$ cat config.mk
export PLATFORM = sky130hd
export DESIGN_NAME = gpio_irq_bank
export DESIGN_NICKNAME = d
export VERILOG_FILES = /design/src/rtl/gpio_irq_pkg.sv /design/src/rtl/gpio_sync.sv /design/src/rtl/gpio_setclr_reg.sv /design/src/rtl/gpio_irq_ctrl.sv /design/src/rtl/gpio_irq_datapath.sv /design/src/rtl/gpio_irq_bank.sv
export SDC_FILE = /design/constraint.sdc
export NUM_CORES = 1
export LEC_CHECK = 0
export BUFFER_PORTS_ARGS = -buffer_cell sky130_fd_sc_hd__buf_2
export CORE_ASPECT_RATIO = 1.5
export CORE_UTILIZATION = 55
export CTS_CLUSTER_DIAMETER = 50
export DETAILED_ROUTE_END_ITERATION = 7
export GPL_TIMING_DRIVEN = 0
export PLACE_DENSITY = 0.77
export SETUP_SLACK_MARGIN = 0.1
export SLEW_MARGIN = 15
export SYNTH_ARGS = -nofsm -noshare
export SYNTH_HDL_FRONTEND = slang
export SYNTH_SLANG_ARGS = --single-unit
$ cat constraint.sdc
create_clock -name clk -period 1.45 [get_ports clk]
set_input_delay 0.29 -clock clk [delete_from_list [all_inputs] [get_ports clk]]
set_output_delay 0.29 -clock clk [all_outputs]
set_load 0.05 [all_outputs]
$ cat src/rtl/gpio_irq_pkg.sv
package gpio_irq_pkg;

  // Word indexes of the register map (byte offset divided by four)
  localparam int unsigned WordPinIn   = 0;
  localparam int unsigned WordDataOut = 1;
  localparam int unsigned WordOeSet   = 4;
  localparam int unsigned WordOeClr   = 5;
  localparam int unsigned WordIeSet   = 8;
  localparam int unsigned WordIeClr   = 9;
  localparam int unsigned WordTypSet  = 10;
  localparam int unsigned WordTypClr  = 11;
  localparam int unsigned WordPolSet  = 12;
  localparam int unsigned WordPolClr  = 13;
  localparam int unsigned WordStat    = 14;

  // Index of each set/clear control field
  localparam int unsigned CtlOe    = 0;
  localparam int unsigned CtlIe    = 1;
  localparam int unsigned CtlTyp   = 2;
  localparam int unsigned CtlPol   = 3;
  localparam int unsigned NumCtl   = 4;

  // Write strobes from control to datapath
  typedef struct packed {
    logic dataWr;
    logic [NumCtl-1:0] ctlSet;
    logic [NumCtl-1:0] ctlClr;
    logic statClr;
  } wrStrobe_t;

endpackage

$ cat src/rtl/gpio_sync.sv
module gpio_sync #(
  parameter int unsigned Width  = 16,
  parameter int unsigned Stages = 2
) (
  input  logic             clk,
  input  logic             rstN,
  input  logic [Width-1:0] d,
  output logic [Width-1:0] q
);

  logic [Width-1:0] stage [Stages];

  always_ff @(posedge clk or negedge rstN) begin
    if (!rstN) begin
      for (int k = 0; k < Stages; k++) stage[k] <= '0;
    end else begin
      stage[0] <= d;
      for (int k = 1; k < Stages; k++) stage[k] <= stage[k-1];
    end
  end

  assign q = stage[Stages-1];

endmodule

$ cat src/rtl/gpio_setclr_reg.sv
module gpio_setclr_reg #(
  parameter int unsigned Width = 16
) (
  input  logic             clk,
  input  logic             rstN,
  input  logic             setEn,
  input  logic             clrEn,
  input  logic [Width-1:0] mask,
  output logic [Width-1:0] q
);

  logic [Width-1:0] setBits;
  logic [Width-1:0] clrBits;

  always_comb begin
    setBits = setEn ? mask : '0;
    clrBits = clrEn ? mask : '0;
  end

  always_ff @(posedge clk or negedge rstN) begin
    if (!rstN) q <= '0;
    else       q <= (q | setBits) & ~clrBits;
  end

endmodule

$ cat src/rtl/gpio_irq_ctrl.sv
module gpio_irq_ctrl
  import gpio_irq_pkg::*;
#(
  parameter int unsigned AddrW   = 6,
  parameter int unsigned NumPins = 16,
  parameter int unsigned RegW    = 32
) (
  input  logic               clk,
  input  logic               rstN,
  input  logic               wrEn,
  input  logic               rdEn,
  input  logic [AddrW-1:0]   addr,
  output wrStrobe_t          wrStb,
  input  logic [NumPins-1:0] pinLvl,
  input  logic [NumPins-1:0] dataOut,
  input  logic [NumPins-1:0] ctlVal [NumCtl],
  input  logic [NumPins-1:0] stat,
  output logic [RegW-1:0]    rdData
);

  logic [NumPins-1:0] rdNext;

  // Write decode
  always_comb begin
    wrStb = '0;
    if (wrEn) begin
      case (addr)
        AddrW'(WordPinIn),
        AddrW'(WordDataOut): wrStb.dataWr         = 1'b1;
        AddrW'(WordOeSet):   wrStb.ctlSet[CtlOe]  = 1'b1;
        AddrW'(WordOeClr):   wrStb.ctlClr[CtlOe]  = 1'b1;
        AddrW'(WordIeSet):   wrStb.ctlSet[CtlIe]  = 1'b1;
        AddrW'(WordIeClr):   wrStb.ctlClr[CtlIe]  = 1'b1;
        AddrW'(WordTypSet):  wrStb.ctlSet[CtlTyp] = 1'b1;
        AddrW'(WordTypClr):  wrStb.ctlClr[CtlTyp] = 1'b1;
        AddrW'(WordPolSet):  wrStb.ctlSet[CtlPol] = 1'b1;
        AddrW'(WordPolClr):  wrStb.ctlClr[CtlPol] = 1'b1;
        AddrW'(WordStat):    wrStb.statClr        = 1'b1;
        default:             wrStb                = '0;
      endcase
    end
  end

  // Read mux
  always_comb begin
    case (addr)
      AddrW'(WordPinIn):                 rdNext = pinLvl;
      AddrW'(WordDataOut):               rdNext = dataOut;
      AddrW'(WordOeSet),  AddrW'(WordOeClr):  rdNext = ctlVal[CtlOe];
      AddrW'(WordIeSet),  AddrW'(WordIeClr):  rdNext = ctlVal[CtlIe];
      AddrW'(WordTypSet), AddrW'(WordTypClr): rdNext = ctlVal[CtlTyp];
      AddrW'(WordPolSet), AddrW'(WordPolClr): rdNext = ctlVal[CtlPol];
      AddrW'(WordStat):                  rdNext = stat;
      default:                           rdNext = '0;
    endcase
  end

  always_ff @(posedge clk or negedge rstN) begin
    if (!rstN)     rdData <= '0;
    else if (rdEn) rdData <= RegW'(rdNext);
  end

  // read data only moves on a read strobe
  a_r11_rd_hold: assert property (@(posedge clk) disable iff (!rstN)
    !rdEn |=> $stable(rdData));

  // reserved upper bits never carry data
  a_r10_upper_zero: assert property (@(posedge clk) disable iff (!rstN)
    rdData[RegW-1:NumPins] == '0);

endmodule

$ cat src/rtl/gpio_irq_datapath.sv
module gpio_irq_datapath
  import gpio_irq_pkg::*;
#(
  parameter int unsigned NumPins    = 16,
  parameter int unsigned SyncStages = 2
) (
  input  logic               clk,
  input  logic               rstN,
  input  wrStrobe_t          wrStb,
  input  logic [NumPins-1:0] wrMask,
  input  logic [NumPins-1:0] padIn,
  output logic [NumPins-1:0] padOut,
  output logic [NumPins-1:0] padOe,
  output logic               irq,
  output logic [NumPins-1:0] pinLvl,
  output logic [NumPins-1:0] dataOut,
  output logic [NumPins-1:0] ctlVal [NumCtl],
  output logic [NumPins-1:0] stat
);

  logic [NumPins-1:0] prevLvl;
  logic [NumPins-1:0] hit;
  logic [NumPins-1:0] clrMask;
  logic [NumPins-1:0] typ;
  logic [NumPins-1:0] pol;
  logic [NumPins-1:0] ie;

  // Output data register
  always_ff @(posedge clk or negedge rstN) begin
    if (!rstN)             dataOut <= '0;
    else if (wrStb.dataWr) dataOut <= wrMask;
  end

  // Set/clear control fields
  for (genvar c = 0; c < NumCtl; c++) begin : g_ctl
    gpio_setclr_reg #(.Width(NumPins)) u_reg (
      .clk   (clk),
      .rstN  (rstN),
      .setEn (wrStb.ctlSet[c]),
      .clrEn (wrStb.ctlClr[c]),
      .mask  (wrMask),
      .q     (ctlVal[c])
    );
  end

  assign typ    = ctlVal[CtlTyp];
  assign pol    = ctlVal[CtlPol];
  assign ie     = ctlVal[CtlIe];
  assign padOe  = ctlVal[CtlOe];
  assign padOut = dataOut;

  // Input synchroniser and previous sample
  gpio_sync #(.Width(NumPins), .Stages(SyncStages)) u_sync (
    .clk  (clk),
    .rstN (rstN),
    .d    (padIn),
    .q    (pinLvl)
  );

  always_ff @(posedge clk or negedge rstN) begin
    if (!rstN) prevLvl <= '0;
    else       prevLvl <= pinLvl;
  end

  // Per-pin trigger detection
  for (genvar p = 0; p < NumPins; p++) begin : g_det
    always_comb begin
      unique case ({typ[p], pol[p]})
        2'b00:   hit[p] = ~pinLvl[p];
        2'b01:   hit[p] =  pinLvl[p];
        2'b10:   hit[p] = ~pinLvl[p] &  prevLvl[p];
        default: hit[p] =  pinLvl[p] & ~prevLvl[p];
      endcase
    end
  end

  // Sticky status: event beats a same-cycle clear
  assign clrMask = wrStb.statClr ? wrMask : '0;

  always_ff @(posedge clk or negedge rstN) begin
    if (!rstN) stat <= '0;
    else       stat <= (stat & ~clrMask) | hit;
  end

  assign irq = |(stat & ie);

  // pad output follows a data write on the next cycle
  a_r2_pad_out: assert property (@(posedge clk) disable iff (!rstN)
    wrStb.dataWr |=> (padOut == $past(wrMask)));

  // set word raises exactly the written ones
  a_r4_oe_set: assert property (@(posedge clk) disable iff (!rstN)
    wrStb.ctlSet[CtlOe] |=> ((padOe & $past(wrMask)) == $past(wrMask)));

  // clear word drops exactly the written ones
  a_r4_oe_clr: assert property (@(posedge clk) disable iff (!rstN)
    wrStb.ctlClr[CtlOe] |=> ((padOe & $past(wrMask)) == '0));

  // enables stay put without a pair write
  a_r4_oe_hold: assert property (@(posedge clk) disable iff (!rstN)
    !(wrStb.ctlSet[CtlOe] || wrStb.ctlClr[CtlOe]) |=> $stable(padOe));

  // a held high level is in status on the next cycle
  a_r6_level_holds: assert property (@(posedge clk) disable iff (!rstN)
    (|(~typ & pol & pinLvl)) |=>
      ((stat & $past(~typ & pol & pinLvl)) == $past(~typ & pol & pinLvl)));

  // a rising edge lands in status even against a clear
  a_r7_rise_wins: assert property (@(posedge clk) disable iff (!rstN)
    (|(typ & pol & pinLvl & ~prevLvl)) |=>
      ((stat & $past(typ & pol & pinLvl & ~prevLvl)) ==
        $past(typ & pol & pinLvl & ~prevLvl)));

  // bits written as zero keep their status
  a_r8_keep_zero_bits: assert property (@(posedge clk) disable iff (!rstN)
    wrStb.statClr |=> ((stat & $past(stat & ~wrMask)) == $past(stat & ~wrMask)));

  // a fully masked bank never interrupts
  a_r9_masked_quiet: assert property (@(posedge clk) disable iff (!rstN)
    (ie == '0) |-> !irq);

  // an interrupt always has a pending status behind it
  a_r9_irq_has_source: assert property (@(posedge clk) disable iff (!rstN)
    irq |-> (stat != '0));

endmodule

$ cat src/rtl/gpio_irq_bank.sv
module gpio_irq_bank
  import gpio_irq_pkg::*;
#(
  parameter int unsigned NumPins    = 16,
  parameter int unsigned AddrW      = 6,
  parameter int unsigned RegW       = 32,
  parameter int unsigned SyncStages = 2
) (
  input  logic               clk,
  input  logic               rstN,
  input  logic               wrEn,
  input  logic               rdEn,
  input  logic [AddrW-1:0]   addr,
  input  logic [NumPins-1:0] wrData,
  output logic [RegW-1:0]    rdData,
  input  logic [NumPins-1:0] padIn,
  output logic [NumPins-1:0] padOut,
  output logic [NumPins-1:0] padOe,
  output logic               irq
);

  wrStrobe_t          wrStb;
  logic [NumPins-1:0] pinLvl;
  logic [NumPins-1:0] dataOut;
  logic [NumPins-1:0] ctlVal [NumCtl];
  logic [NumPins-1:0] stat;

  gpio_irq_ctrl #(
    .AddrW   (AddrW),
    .NumPins (NumPins),
    .RegW    (RegW)
  ) u_ctrl (
    .clk     (clk),
    .rstN    (rstN),
    .wrEn    (wrEn),
    .rdEn    (rdEn),
    .addr    (addr),
    .wrStb   (wrStb),
    .pinLvl  (pinLvl),
    .dataOut (dataOut),
    .ctlVal  (ctlVal),
    .stat    (stat),
    .rdData  (rdData)
  );

  gpio_irq_datapath #(
    .NumPins    (NumPins),
    .SyncStages (SyncStages)
  ) u_dp (
    .clk     (clk),
    .rstN    (rstN),
    .wrStb   (wrStb),
    .wrMask  (wrData),
    .padIn   (padIn),
    .padOut  (padOut),
    .padOe   (padOe),
    .irq     (irq),
    .pinLvl  (pinLvl),
    .dataOut (dataOut),
    .ctlVal  (ctlVal),
    .stat    (stat)
  );

endmodule

==> impl_metrics.json <==
{
  "ys_types": 37,
  "path_clk_slew_ns": 0.06,
  "crit_fanout": 2,
  "io_pins": 107,
  "hold_violations": 0,
  "synth_area_leader_cell": "dfrtp_1",
  "cp.required_ns": 1.16,
  "rows": 51,
  "finalNetCount": 869,
  "ys_top_cells_by_area": "dfrtp_1 (54%), mux2_2 (8.8%), a21oi_1 (5.4%)",
  "drt-pass1-iter-count": 8,
  "grt_antenna_before_repair": 0,
  "antenna_cells": 0,
  "dpl.hpwl_mm": 14.6,
  "grt_overflow": 0,
  "violations": "negative setup slack",
  "end_kind": "primary output",
  "dieArea_sq_um": 14000,
  "grt_pass1_wl_mm": 35.2,
  "min_period_ns": 2.01,
  "core_sq_um": 13100,
  "ys_warn_count": 0,
  "crit_slowest_cell": "dfrtp_1",
  "first_iter_violations": 619,
  "start_util": 0.570,
  "place_congestion": 0.918,
  "fin_crit_sh": 1.38,
  "cts_sinks": 160,
  "relSlewSlack": 0.614,
  "routed_wirelength_mm": 23.6,
  "ir_drop_mv": 0.757,
  "yosysSeqAreaShare": 0.537,
  "avgSynthCellArea_sq_um": 11.2,
  "wl_per_cell_um": 23.6,
  "critPathTopFamily": "compound AO/OA/AOI/OAI gates",
  "yosys.cell_count.top_type": "dfrtp_1",
  "cts-htree-levels": 4,
  "maxCapViolCount": 0,
  "ctsRootBufferMaster": "clkbuf_16",
  "place_inst": 916,
  "crit_type": "reg -> out",
  "ys_async_sr_fraction": 1.00,
  "p_leak_nw": 4.34,
  "cts_buffer_depth": 2,
  "setup_violations": 1,
  "grt_start_max_net_pins": 111,
  "clk-insertion-delay-late_ns": 0.43,
  "via_per_inst": 6.57,
  "synth_top_area_frac": 0.537,
  "tightest_slew_ns": 0.578,
  "max_freq_ghz": 0.498,
  "skew_ns": 0.00659,
  "synthFlopType": "dfrtp_1",
  "syn_area_sq_um": 7450,
  "grt_pass1_vias": 6572,
  "cp_num_buf_inv": 1,
  "die_h_um": 145,
  "final_cells": 999,
  "synth_seq_cells": 160,
  "path_cells": "a22o_1 -> a221oi_2 -> nand4_1 -> buf_6",
  "critPathArrivalTime_ns": 1.72,
  "power.density_nw_per_um2": 1260,
  "drc": 0,
  "slew_viol_final": 0,
  "cts_tree": "yes",
  "rsz0062_at_grt": "true",
  "max_stage_delay_ns": 0.39,
  "cts_made_buffers": 17,
  "synthesis.instances": 668,
  "drive_gt1_frac": 0.361,
  "io_buffers": 73,
  "postRouteAntennaNets": 0,
  "pre_cts_ws_ns": -0.502,
  "status": "finished with violations",
  "die_w_um": 97.0,
  "hp-class": "in -> reg",
  "area.growth.synth_to_final_pct": 32.7,
  "vias": 6561,
  "track_usage": 0.334,
  "synth_edf_count": 0,
  "synth_common_cells": "dfrtp_1 (160), a21oi_1 (80), a31oi_1 (64)",
  "cp-start-kind": "register",
  "worst_slack_ns": -0.558
}
[cells in the final DEF (no fill, tap or decap), types with 4 or more instances in the layout]
cell           synthesis  final
mux2_1                 6      6
buf_2                 20     30
conb_1                 1     16
clkbuf_2               1     10
buf_8                  0     20
dlygate4sd3_1          0     17
nor2b_1               32     32
a22o_1                 4      4
buf_4                 43     69
and3_1                 4      4
nand2b_1              16     16
nand3_1               48     45
mux2_2                58     46
a32oi_1               16     15
mux2_4                 0     12
clkbuf_1              28     22
a221oi_2               1     18
nand2_1               16     16
a31oi_1               64     64
clkbuf_16              0     18
clkinvlp_4             0      5
nor3_1                16     16
dfrtp_1              160    159
buf_6                  2     48
a211o_1               16     16
a21oi_1               80     80
[power by group]
group	internal, mW	leakage (nW)	switching (mW)
Sequential	4.86	1.98	0.364
Clock	2.55	0.261	1.88
Combinational	1.21	2.10	1.58
[metal layers]
| layer | global-route usage | share of wire | vias up |
|---|---|---|---|
| li1 | - | - | 2766 |
| met1 | 0.396 | 0.36 | 3235 |
| met2 | 0.551 | 0.50 | 435 |
| met3 | 0.0706 | 0.080 | 125 |
| met4 | 0.219 | 0.057 | 0 |
| met5 | 0 | 0 | - |
[cell type report]
| cell class | count | area, sq um |
|---|---|---|
| well taps | 159 | 199 |
| flip-flops and latches | 160 | 4010 |
| fillers | 845 | 3200 |
| repair buffers | 125 | 1160 |
| clock inverters | 11 | 133 |
| clock buffers | 21 | 440 |
| multi-input cells | 427 | 3180 |
| plain buffers | 95 | 761 |
| inverters | 1 | 3.75 |
[registers in the layout, summed over array words and instances (netlist names)]
register and cells:
u_dp.prevLvl 16, u_dp.u_sync.q 16, u_dp.g_ctl.u_reg.q 64, u_dp.stat 16, u_dp.dataOut 16, u_ctrl.rdData 16, u_dp.u_sync.stage 16
[through the flow]
stage / setup TNS (ns) / power, mW / util / cell area (sq um) / hold WS, ns
global route: -0.584 / 12.8 / 0.756 / 9890 / 0.283
CTS: -0.565 / 12.3 / 0.730 / 9540 / 0.246
finish: -0.558 / 12.4 / 0.756 / 9890 / 0.266
global placement: -371.91 / 7.43 / 0.634 / 8300 / 0.332
floorplan: -0.102 / 6.87 / - / 7730 / -0.00559
detailed placement: -28.34 / 7.52 / 0.637 / 8340 / 0.230
[repair_timing]
| item | 4_1_cts | 5_1_grt |
|---|---|---|
| hold endpoints to repair | 66 | 0 |
| setup endpoints to repair | 59 | 188 |
| gates cloned | 0 | 2 |
| pin swaps | 5 | 26 |
| buffers inserted | 20 | 12 |
| hold buffers | 17 | 0 |
| resized for setup | 100 | 65 |
[kinds of logic after synthesis]
family / synth area share
AO/OA/AOI/OAI: 0.176
buffers and inverters: 0.0756
flip-flops: 0.537
multiplexers: 0.0967
other: 0.000503
AND/OR/NAND/NOR: 0.114
[worst reg2reg max path: cells and delay by family (launching register included)]
family | cells | cell delay [ns]
DFF | 1 | 0.41
AOI/OAI and AO/OA | 2 | 0.40
muxes | 1 | 0.28
buffers and inverters | 1 | 0.13
[final timing paths]
kind	from	end	slack, ns	cells after the start
max	u_dp.g_ctl[1].u_reg.q[13]$_DFF_PN0_	irq	-0.56	4
min	wrData[9]	u_dp.g_ctl[1].u_reg.q[9]$_DFF_PN0_	0.27	2
max reg2reg	u_dp.g_ctl[0].u_reg.q[12]$_DFF_PN0_	u_ctrl.rdData[12]$_DFFE_PN0P_	0.10	4
min reg2reg	u_dp.u_sync.stage[17]$_DFF_PN0_	u_dp.u_sync.q[1]$_DFF_PN0_	0.35	0
max in group asynchronous	rstN	u_ctrl.rdData[12]$_DFFE_PN0P_	0.40	3
min in group asynchronous	rstN	u_dp.dataOut[14]$_DFFE_PN0P_	0.37	2
Power figures use the tool's default switching activity.
